===== src/rtl/voq_req_pkg.sv =====
package voq_req_pkg;

   typedef enum logic [1:0] {
      PRIO_NONE   = 2'd0,
      PRIO_WEAK   = 2'd1,
      PRIO_STRONG = 2'd2
   } prio_e;

endpackage


===== src/rtl/voq_slot_ctr.sv =====
module voq_slot_ctr #(
   parameter int N_PORTS = 4,
   localparam int IDX_W = (N_PORTS > 1) ? $clog2(N_PORTS) : 1
) (
   input  logic             clk,
   input  logic             rst_n,
   input  logic             slot_strobe,
   output logic [IDX_W-1:0] slot_t,
   output logic             first_slot
);

   localparam bit IS_POW2 = (N_PORTS & (N_PORTS - 1)) == 0;
   localparam logic [IDX_W-1:0] LAST = IDX_W'(N_PORTS - 1);

   logic [IDX_W-1:0] t_nxt;

   generate
      if (IS_POW2) begin : g_pow2_wrap
         assign t_nxt = slot_t + 1'b1;
      end else begin : g_cmp_wrap
         assign t_nxt = (slot_t == LAST) ? '0 : slot_t + 1'b1;
      end
   endgenerate

   always_ff @(posedge clk or negedge rst_n) begin
      if (!rst_n) begin
         slot_t     <= '0;
         first_slot <= 1'b1;
      end else if (slot_strobe) begin
         slot_t     <= t_nxt;
         first_slot <= 1'b0;
      end
   end

endmodule


===== src/rtl/voq_prio_cell.sv =====
module voq_prio_cell
   import voq_req_pkg::*;
#(
   parameter int AGE_LIMIT = 50,
   parameter int AGE_W     = 6
) (
   input  logic             nonempty,
   input  logic [AGE_W-1:0] age,
   input  logic             first_slot,
   input  logic             matched,
   input  logic             pair_hit,
   output prio_e            prio
);

   logic overdue;
   assign overdue = int'({1'b0, age}) > AGE_LIMIT;

   always_comb begin
      if (!nonempty)        prio = PRIO_NONE;
      else if (overdue)     prio = PRIO_STRONG;
      else if (first_slot)  prio = PRIO_STRONG;
      else if (!matched)    prio = PRIO_WEAK;
      else if (pair_hit)    prio = PRIO_WEAK;
      else                  prio = PRIO_STRONG;
   end

endmodule


===== src/rtl/voq_req_gen.sv =====
module voq_req_gen
   import voq_req_pkg::*;
#(
   parameter int N_PORTS   = 4,
   parameter int AGE_LIMIT = 50,
   parameter int AGE_W     = $clog2(AGE_LIMIT + 1),
   localparam int IDX_W    = (N_PORTS > 1) ? $clog2(N_PORTS) : 1
) (
   input  logic                     clk,
   input  logic                     rst_n,
   input  logic                     slot_strobe,
   input  logic [IDX_W-1:0]         port_id,
   input  logic [N_PORTS-1:0]       voq_nonempty,
   input  logic                     prev_matched,
   input  logic [IDX_W-1:0]         prev_out,
   input  logic [AGE_W*N_PORTS-1:0] voq_age,
   output logic [2*N_PORTS-1:0]     req_prio
);

   generate
      if (N_PORTS < 2) begin : g_bad_ports
         $error("voq_req_gen: N_PORTS must be at least 2");
      end
      if (AGE_W < $clog2(AGE_LIMIT + 1)) begin : g_bad_age_w
         $error("voq_req_gen: AGE_W too narrow for AGE_LIMIT");
      end
   endgenerate

   logic [IDX_W-1:0] slot_t;
   logic             first_slot;

   voq_slot_ctr #(.N_PORTS(N_PORTS)) u_ctr (
      .clk        (clk),
      .rst_n      (rst_n),
      .slot_strobe(slot_strobe),
      .slot_t     (slot_t),
      .first_slot (first_slot)
   );

   // pairing rule: output (port_id + t) mod N
   logic [IDX_W:0]   pair_sum;
   logic [IDX_W-1:0] pair_out;
   logic             pair_ok;

   assign pair_sum = {1'b0, port_id} + {1'b0, slot_t};
   assign pair_out = (pair_sum >= (IDX_W+1)'(N_PORTS))
                   ? IDX_W'(pair_sum - (IDX_W+1)'(N_PORTS))
                   : pair_sum[IDX_W-1:0];
   assign pair_ok  = (pair_out == prev_out);

   logic [2*N_PORTS-1:0] prio_d;

   generate
      for (genvar k = 0; k < N_PORTS; k++) begin : g_voq
         localparam logic [IDX_W-1:0] K_IDX = IDX_W'(k);
         prio_e cell_prio;

         voq_prio_cell #(.AGE_LIMIT(AGE_LIMIT), .AGE_W(AGE_W)) u_cell (
            .nonempty  (voq_nonempty[k]),
            .age       (voq_age[AGE_W*k +: AGE_W]),
            .first_slot(first_slot),
            .matched   (prev_matched),
            .pair_hit  (pair_ok && (prev_out == K_IDX)),
            .prio      (cell_prio)
         );

         assign prio_d[2*k +: 2] = cell_prio;
      end
   endgenerate

   always_ff @(posedge clk or negedge rst_n) begin
      if (!rst_n)           req_prio <= '0;
      else if (slot_strobe) req_prio <= prio_d;
   end

endmodule


===== config.mk =====
export PLATFORM = sky130hd
export DESIGN_NAME = voq_req_gen
export DESIGN_NICKNAME = d
export VERILOG_FILES = /design/src/rtl/voq_req_pkg.sv /design/src/rtl/voq_slot_ctr.sv /design/src/rtl/voq_prio_cell.sv /design/src/rtl/voq_req_gen.sv
export SDC_FILE = /design/constraint.sdc
export NUM_CORES = 1
export LEC_CHECK = 0
export BUFFER_PORTS_ARGS = -buffer_cell sky130_fd_sc_hd__buf_2
export CORE_ASPECT_RATIO = 0.9
export CORE_UTILIZATION = 38
export DETAILED_ROUTE_END_ITERATION = 7
export PLACE_DENSITY = 0.87
export SLEW_MARGIN = 20
export SYNTH_ARGS = -nofsm -noshare
export SYNTH_HDL_FRONTEND = slang
export SYNTH_SLANG_ARGS = --single-unit

===== constraint.sdc =====
create_clock -name clk -period 2.08 [get_ports clk]
set_input_delay 0.208 -clock clk [delete_from_list [all_inputs] [get_ports clk]]
set_output_delay 0.208 -clock clk [all_outputs]
set_load 0.005 [all_outputs]

Yosys cells after proc, flatten, opt, wreduce, memory -nomap -nowiden
Index checks and enable logic that the tools add are counted.
{"block": "word_totals", "output_inout_bits": 8, "regBits": 11, "input_bits": 36}
{"block": "classes", "add_sub_neg": 3, "n_lt_le_gt_ge": 5, "reduce_logical": 5, "n_eq_ne": 4, "muxes": 21}
{"operator": "$mux 2", "n": 21}
{"operator": "$gt 6x6->1 const B", "n": 4}
{"operator": "$eq 2x2->1 const B", "n": 2}
{"operator": "$logic_and 1x1->1", "n": 4}
{"operator": "$add 2x2->3", "n": 1}
{"operator": "$ge 3x3->1 const B", "n": 1}
{"operator": "$add 2x1->2 const B", "n": 1}
{"operator": "$eq 2x1->1 const B", "n": 1}
{"operator": "$eq 2x2->1", "n": 1}
{"operator": "$logic_not 2->1", "n": 1}
{"operator": "$sub 2x1->2 const B", "n": 1}

Longest topological paths before layout
{"block": "depth", "ltp_word": 10, "ltp_mapped": 5, "depth_no_buf": 5}

Cells and area by module
A second synthesis with hierarchy kept.
{"block": "hier_totals", "cells_unflattened": 56, "hier_area_um2": 643.1}
{"mod": "voq_req_gen", "cells_per_inst": 25, "n_inst": 1, "area_per_inst_um2": 391.6}
{"mod": "voq_prio_cell", "cells_per_inst": 6, "n_inst": 4, "area_per_inst_um2": 36.3}
{"mod": "voq_slot_ctr", "cells_per_inst": 7, "n_inst": 1, "area_per_inst_um2": 106.4}

Worst setup path before layout
OpenSTA, ideal clock, no wires.
{"block": "synth_timing", "path_type": "reg2reg", "startpoint": "register u_ctr.slot_t[0]", "endpoint": "register req_prio[0]", "period_less_slack_ps": 1584, "setup_slack_ps": 496, "path_buffers": 0, "required_ps": 2014, "stages_incl_launch_ff": 6, "arrival_time_ps": 1518, "cell_sequence": "dfrtp_1 -> ha_1 -> xor3_2 -> or4_4 -> a21oi_2 -> a31o_1"}
{"block": "synth_between", "elab_chain_len": 10, "elab_cells_between_ends": 11, "cone_classes": "add/sub: 2; order compare: 1; eq/ne: 1; mux: 6; reduce/logical: 1"}
{"element": "from (decl)", "line_no": "voq_slot_ctr.sv:8", "rtl": "output logic [IDX_W-1:0] slot_t,"}
{"element": "from (signal assigned)", "line_no": "voq_slot_ctr.sv:30", "rtl": "slot_t <= t_nxt;"}
{"element": "$add 2x2->3 (*)", "line_no": "voq_req_gen.sv:45", "rtl": "assign pair_sum = {1'b0, port_id} + {1'b0, slot_t};"}
{"element": "$ge 3x3->1 or $sub 2x1->2 (tied branches)", "line_no": "voq_req_gen.sv:46, voq_req_gen.sv:47"}
{"element": "$mux 2 (*)", "line_no": "voq_req_gen.sv:47", "rtl": "? IDX_W'(pair_sum - (IDX_W+1)'(N_PORTS))"}
{"element": "$eq 2x2->1 (*)", "line_no": "voq_req_gen.sv:49", "rtl": "assign pair_ok = (pair_out == prev_out);"}
{"element": "$logic_and 1x1->1 (*)", "line_no": "voq_req_gen.sv:63", "rtl": ".pair_hit (pair_ok && (prev_out == K_IDX)),"}
{"element": "$mux 2 (*)", "line_no": "voq_prio_cell.sv:23", "rtl": "else if (pair_hit) prio = PRIO_WEAK;"}
{"element": "$mux 2 (*)", "line_no": "voq_prio_cell.sv:22", "rtl": "else if (!matched) prio = PRIO_WEAK;"}
{"element": "$mux 2 (*)", "line_no": "voq_prio_cell.sv:21", "rtl": "else if (first_slot) prio = PRIO_STRONG;"}
{"element": "$mux 2 (*)", "line_no": "voq_prio_cell.sv:20", "rtl": "else if (overdue) prio = PRIO_STRONG;"}
{"element": "$mux 2 (*)", "line_no": "voq_prio_cell.sv:19", "rtl": "if (!nonempty) prio = PRIO_NONE;"}
{"element": "to (signal assigned)", "line_no": "voq_req_gen.sv:73", "rtl": "else if (slot_strobe) req_prio <= prio_d;"}
{"element": "to (decl)", "line_no": "voq_req_gen.sv:17", "rtl": "output logic [2*N_PORTS-1:0] req_prio"}
Mark *: on every way between the ends. The rest lies on a longest branch, timed or not.
A chain may end at the register's enable or synchronous reset.

Worst setup path after layout
Ends and elaborated chain as after synthesis.

==> results.txt <==
Run status -> finished, violations left
Failing checks -> DRC
Buffer levels on the longest clock path -> 2
Cell-by-cell trace of the critical path -> ha_1 > xor3_2 > or4_4 > a21oi_2 > a31o_1
Boundary pin count -> 44
Number of cells after detailed placement -> 114
Final nets -> 142
Syn_nets -> 95
Aggregate routed wire length -> 1430 µm
Worst path required time -> 2300 ps
Number of design rule violations left after detail routing -> 4
Metal1 wirelength -> 542 µm
Clock network latency to the later pin of the worst-skew pair -> 280 ps
Share of power burned in registers -> 42.6%
Fmax -> 0.598 GHz
Number of instances in the synthesized netlist -> 58
Tightest Hold Check Type -> in2reg
Number of clock sinks -> 11
Count of nets left with antenna violations after detail routing -> 0
Highest fanout seen on the critical path -> 4
First-pass GRT wire length -> 2170 µm
Register area -> 277 µm²
Maximum level of the CTS H-tree -> 1
Worst VDD drop -> 0.265 mV
Worst setup startpoint -> u_ctr.slot_t[0]
Internal power -> 453 µW
Number of placement rows -> 13
Total power per unit cell area -> 758 mW/mm²
Count of instances resized after the clock tree is built -> 0
Fraction of final layout cells with drive strength greater than 1 -> 54.8%
Critical path buffer and inverter count -> 0
Synthesized area divided by synthesized cell count -> 10.3 µm²
Overflow after GRT -> 0
Commonest cells after routing, fill and taps aside -> sky130_fd_sc_hd__buf_2, sky130_fd_sc_hd__dfrtp_1, sky130_fd_sc_hd__nand2_1
Worst-margin pin slew -> 315 ps
Initial DRC count -> 13
RSZ-0062 raised after global routing -> no
Worst Min Path Start -> voq_nonempty[0]
Post-route design area -> 860 µm²
Number of inserted diodes -> 0
Kind of cell adding the most delay to the critical path -> simple AND/OR/NAND/NOR gates
Setup TNS Final -> 0 ps
Sw Ratio -> 30.5%
Crit share post-route -> 80.4%
Worst Setup Start Kind -> flop
CTS tree -> yes
Number of global-route vias before repair -> 565
FILL cells -> 131
Max Clock Skew -> 3.82 ps
Detailed placement HPWL -> 1170 µm
Reg-to-Reg Start -> u_ctr.slot_t[0]
Share of the yosys chip area belonging to registers -> 46.4%
Area of placed instances -> 822 µm²
Via Count -> 619
Flip-flop and latch count after synthesis -> 11
Clock-pin slew on the worst setup and hold paths -> 70 ps
Final Instance Count excl. Fillers -> 119
Combined area of the multi-input logic cells -> 297 µm²
Vert. Die Dim -> 39.6 µm
Detailed-route wire length per cell -> 12.0 µm
Length of routed met2 wiring -> 774 µm
Number of antenna violations at the first check in global routing -> 0
Total global-route track usage -> 18.3%
Area of the die -> 0.00173 mm²
Final critical delay including setup and external delays -> 1670 ps
Input/output buffers -> 43
Clock buffers created by TritonCTS -> 3
Count of yosys warnings during synthesis -> 0
Clk root buf -> sky130_fd_sc_hd__clkbuf_4
Synthesis-to-layout area growth -> 44.3%
Share of power burned in combinational logic -> 34.5%
Slew margin rel. -> 79.0%
Category of the critical setup timing path -> reg2reg
Slowest cell on the critical path -> sky130_fd_sc_hd__or4_4
Final weighted congestion in routability-driven placement -> 0.741
Slew Limit Fails -> 0
Ratio of routed vias to standard cells -> 5.20
Initial standard-cell utilization of the core -> 41.1%
Power dissipated by switching net loads -> 198 µW
Met3 wire length -> 78 µm
Total iterations of the first detailed-routing run -> 6
Synth unique cells -> 22
Proportion of power drawn by the clock network -> 22.9%
Setup crit end kind -> flop
Reported leakage power -> 0.461 nW
Post-Synthesis Cell Area -> 596 µm²
Number of post-CTS setup repair buffers -> 0
Hold Fails Final Rpt -> 0
Critical Path Max Stage Delay -> 430 ps
Final setup viols -> 0
Highest signal layer in the routed design -> met4
Crit path arrival time -> 1890 ps
X dimension of the die -> 43.7 µm
Area of the placeable core -> 0.00145 mm²
Max cap viols -> 0
Most frequent standard cell in the layout excluding fill and tap cells -> sky130_fd_sc_hd__buf_2
Largest net degree at the start of global routing -> 20
==> worst paths after layout <==
path / end / slack, ps / cells past startpoint
setup reg to reg: req_prio[0] / 410 / 5
hold / removal: req_prio[0] / 170 / 2
max in group asynchronous: u_ctr.first_slot / 1490 / 2
hold reg to reg: u_ctr.slot_t[1] / 500 / 1
min in group asynchronous: u_ctr.slot_t[0] / 320 / 2
setup / recovery: req_prio[0] / 410 / 5
==> synthesized netlist by cell type <==
master	count	area [µm²]
sky130_fd_sc_hd__or4_4	1	11.3
sky130_fd_sc_hd__ha_1	1	12.5
sky130_fd_sc_hd__a31o_1	1	8.76
sky130_fd_sc_hd__or3_1	1	6.26
sky130_fd_sc_hd__nand2_1	7	26.3
sky130_fd_sc_hd__xor3_2	1	25.0
sky130_fd_sc_hd__a211oi_1	1	7.51
sky130_fd_sc_hd__dfstp_2	1	26.3
sky130_fd_sc_hd__inv_1	4	15.0
sky130_fd_sc_hd__nor2_1	2	7.51
sky130_fd_sc_hd__xor2_1	1	8.76
sky130_fd_sc_hd__xnor2_1	1	8.76
sky130_fd_sc_hd__dfrtp_1	10	250
sky130_fd_sc_hd__a211o_1	4	35.0
sky130_fd_sc_hd__nand4_1	1	6.26
sky130_fd_sc_hd__a21oi_1	2	10.0
sky130_fd_sc_hd__a31o_2	6	52.6
sky130_fd_sc_hd__nand3_1	1	5.00
sky130_fd_sc_hd__clkbuf_1	2	7.51
sky130_fd_sc_hd__a21oi_2	1	8.76
sky130_fd_sc_hd__o22ai_1	4	25.0
sky130_fd_sc_hd__nor2b_1	5	31.3
==> metal layers <==
metal	vias up	global-route usage [%]
met4	0	13.3
met2	19	35.1
met3	5	5.53
met1	292	16.6
li1	303	-
met5	-	0
==> registers in the layout, summed over array words and instances, names as in the netlist <==
register	flops
req_prio	8
u_ctr.first_slot	1
u_ctr.slot_t	2
==> power by group through the flow <==
stage / clock network, mW / logic (mW) / registers (mW)
after floorplan: 0 / 0.144 / 0.279
after global routing: 0.167 / 0.245 / 0.282
final: 0.149 / 0.224 / 0.278
after CTS: 0.161 / 0.226 / 0.278
after global placement: 0 / 0.214 / 0.278
after detailed placement: 0 / 0.224 / 0.282
==> per-stage QoR <==
step / total power [mW] / utilization [%] / worst slack (ps) / hold slack (ps)
2_1_floorplan: 0.423 / - / 496 / -87.6
3_3_place_gp: 0.492 / 56.8 / 471 / 83.9
3_5_place_dp: 0.506 / 56.8 / 425 / 95.7
4_1_cts: 0.664 / 59.4 / 398 / 162
5_1_grt: 0.693 / 59.4 / 342 / 171
6_report: 0.651 / 59.4 / 407 / 173
==> cells by family after synthesis <==
logic type	count (synthesis)	share of synthesized area [%]
compound gates	19	24.8
simple gates	18	15.8
flops	11	46.4
buf+inv	6	3.78
xor+xnor	3	7.14
fa+ha+maj	1	2.10
==> final cells by class <==
cell class | instances | area share, %
Clock buffer | 3 | 2.62
Clock inverter | 1 | 0.582
Inverter | 4 | 1.75
Multi-Input combinational cell | 41 | 34.5
Sequential cell | 11 | 32.2
Tap cell | 15 | 2.18
Timing Repair Buffer | 44 | 26.2
==> repair_timing <==
action | CTS | global route
endpoints found under the setup margin | 0 | 0
hold buffers | 1 | 0
endpoints found under the hold margin | 10 | 0
No activity file was read; power rests on OpenSTA's default activity.
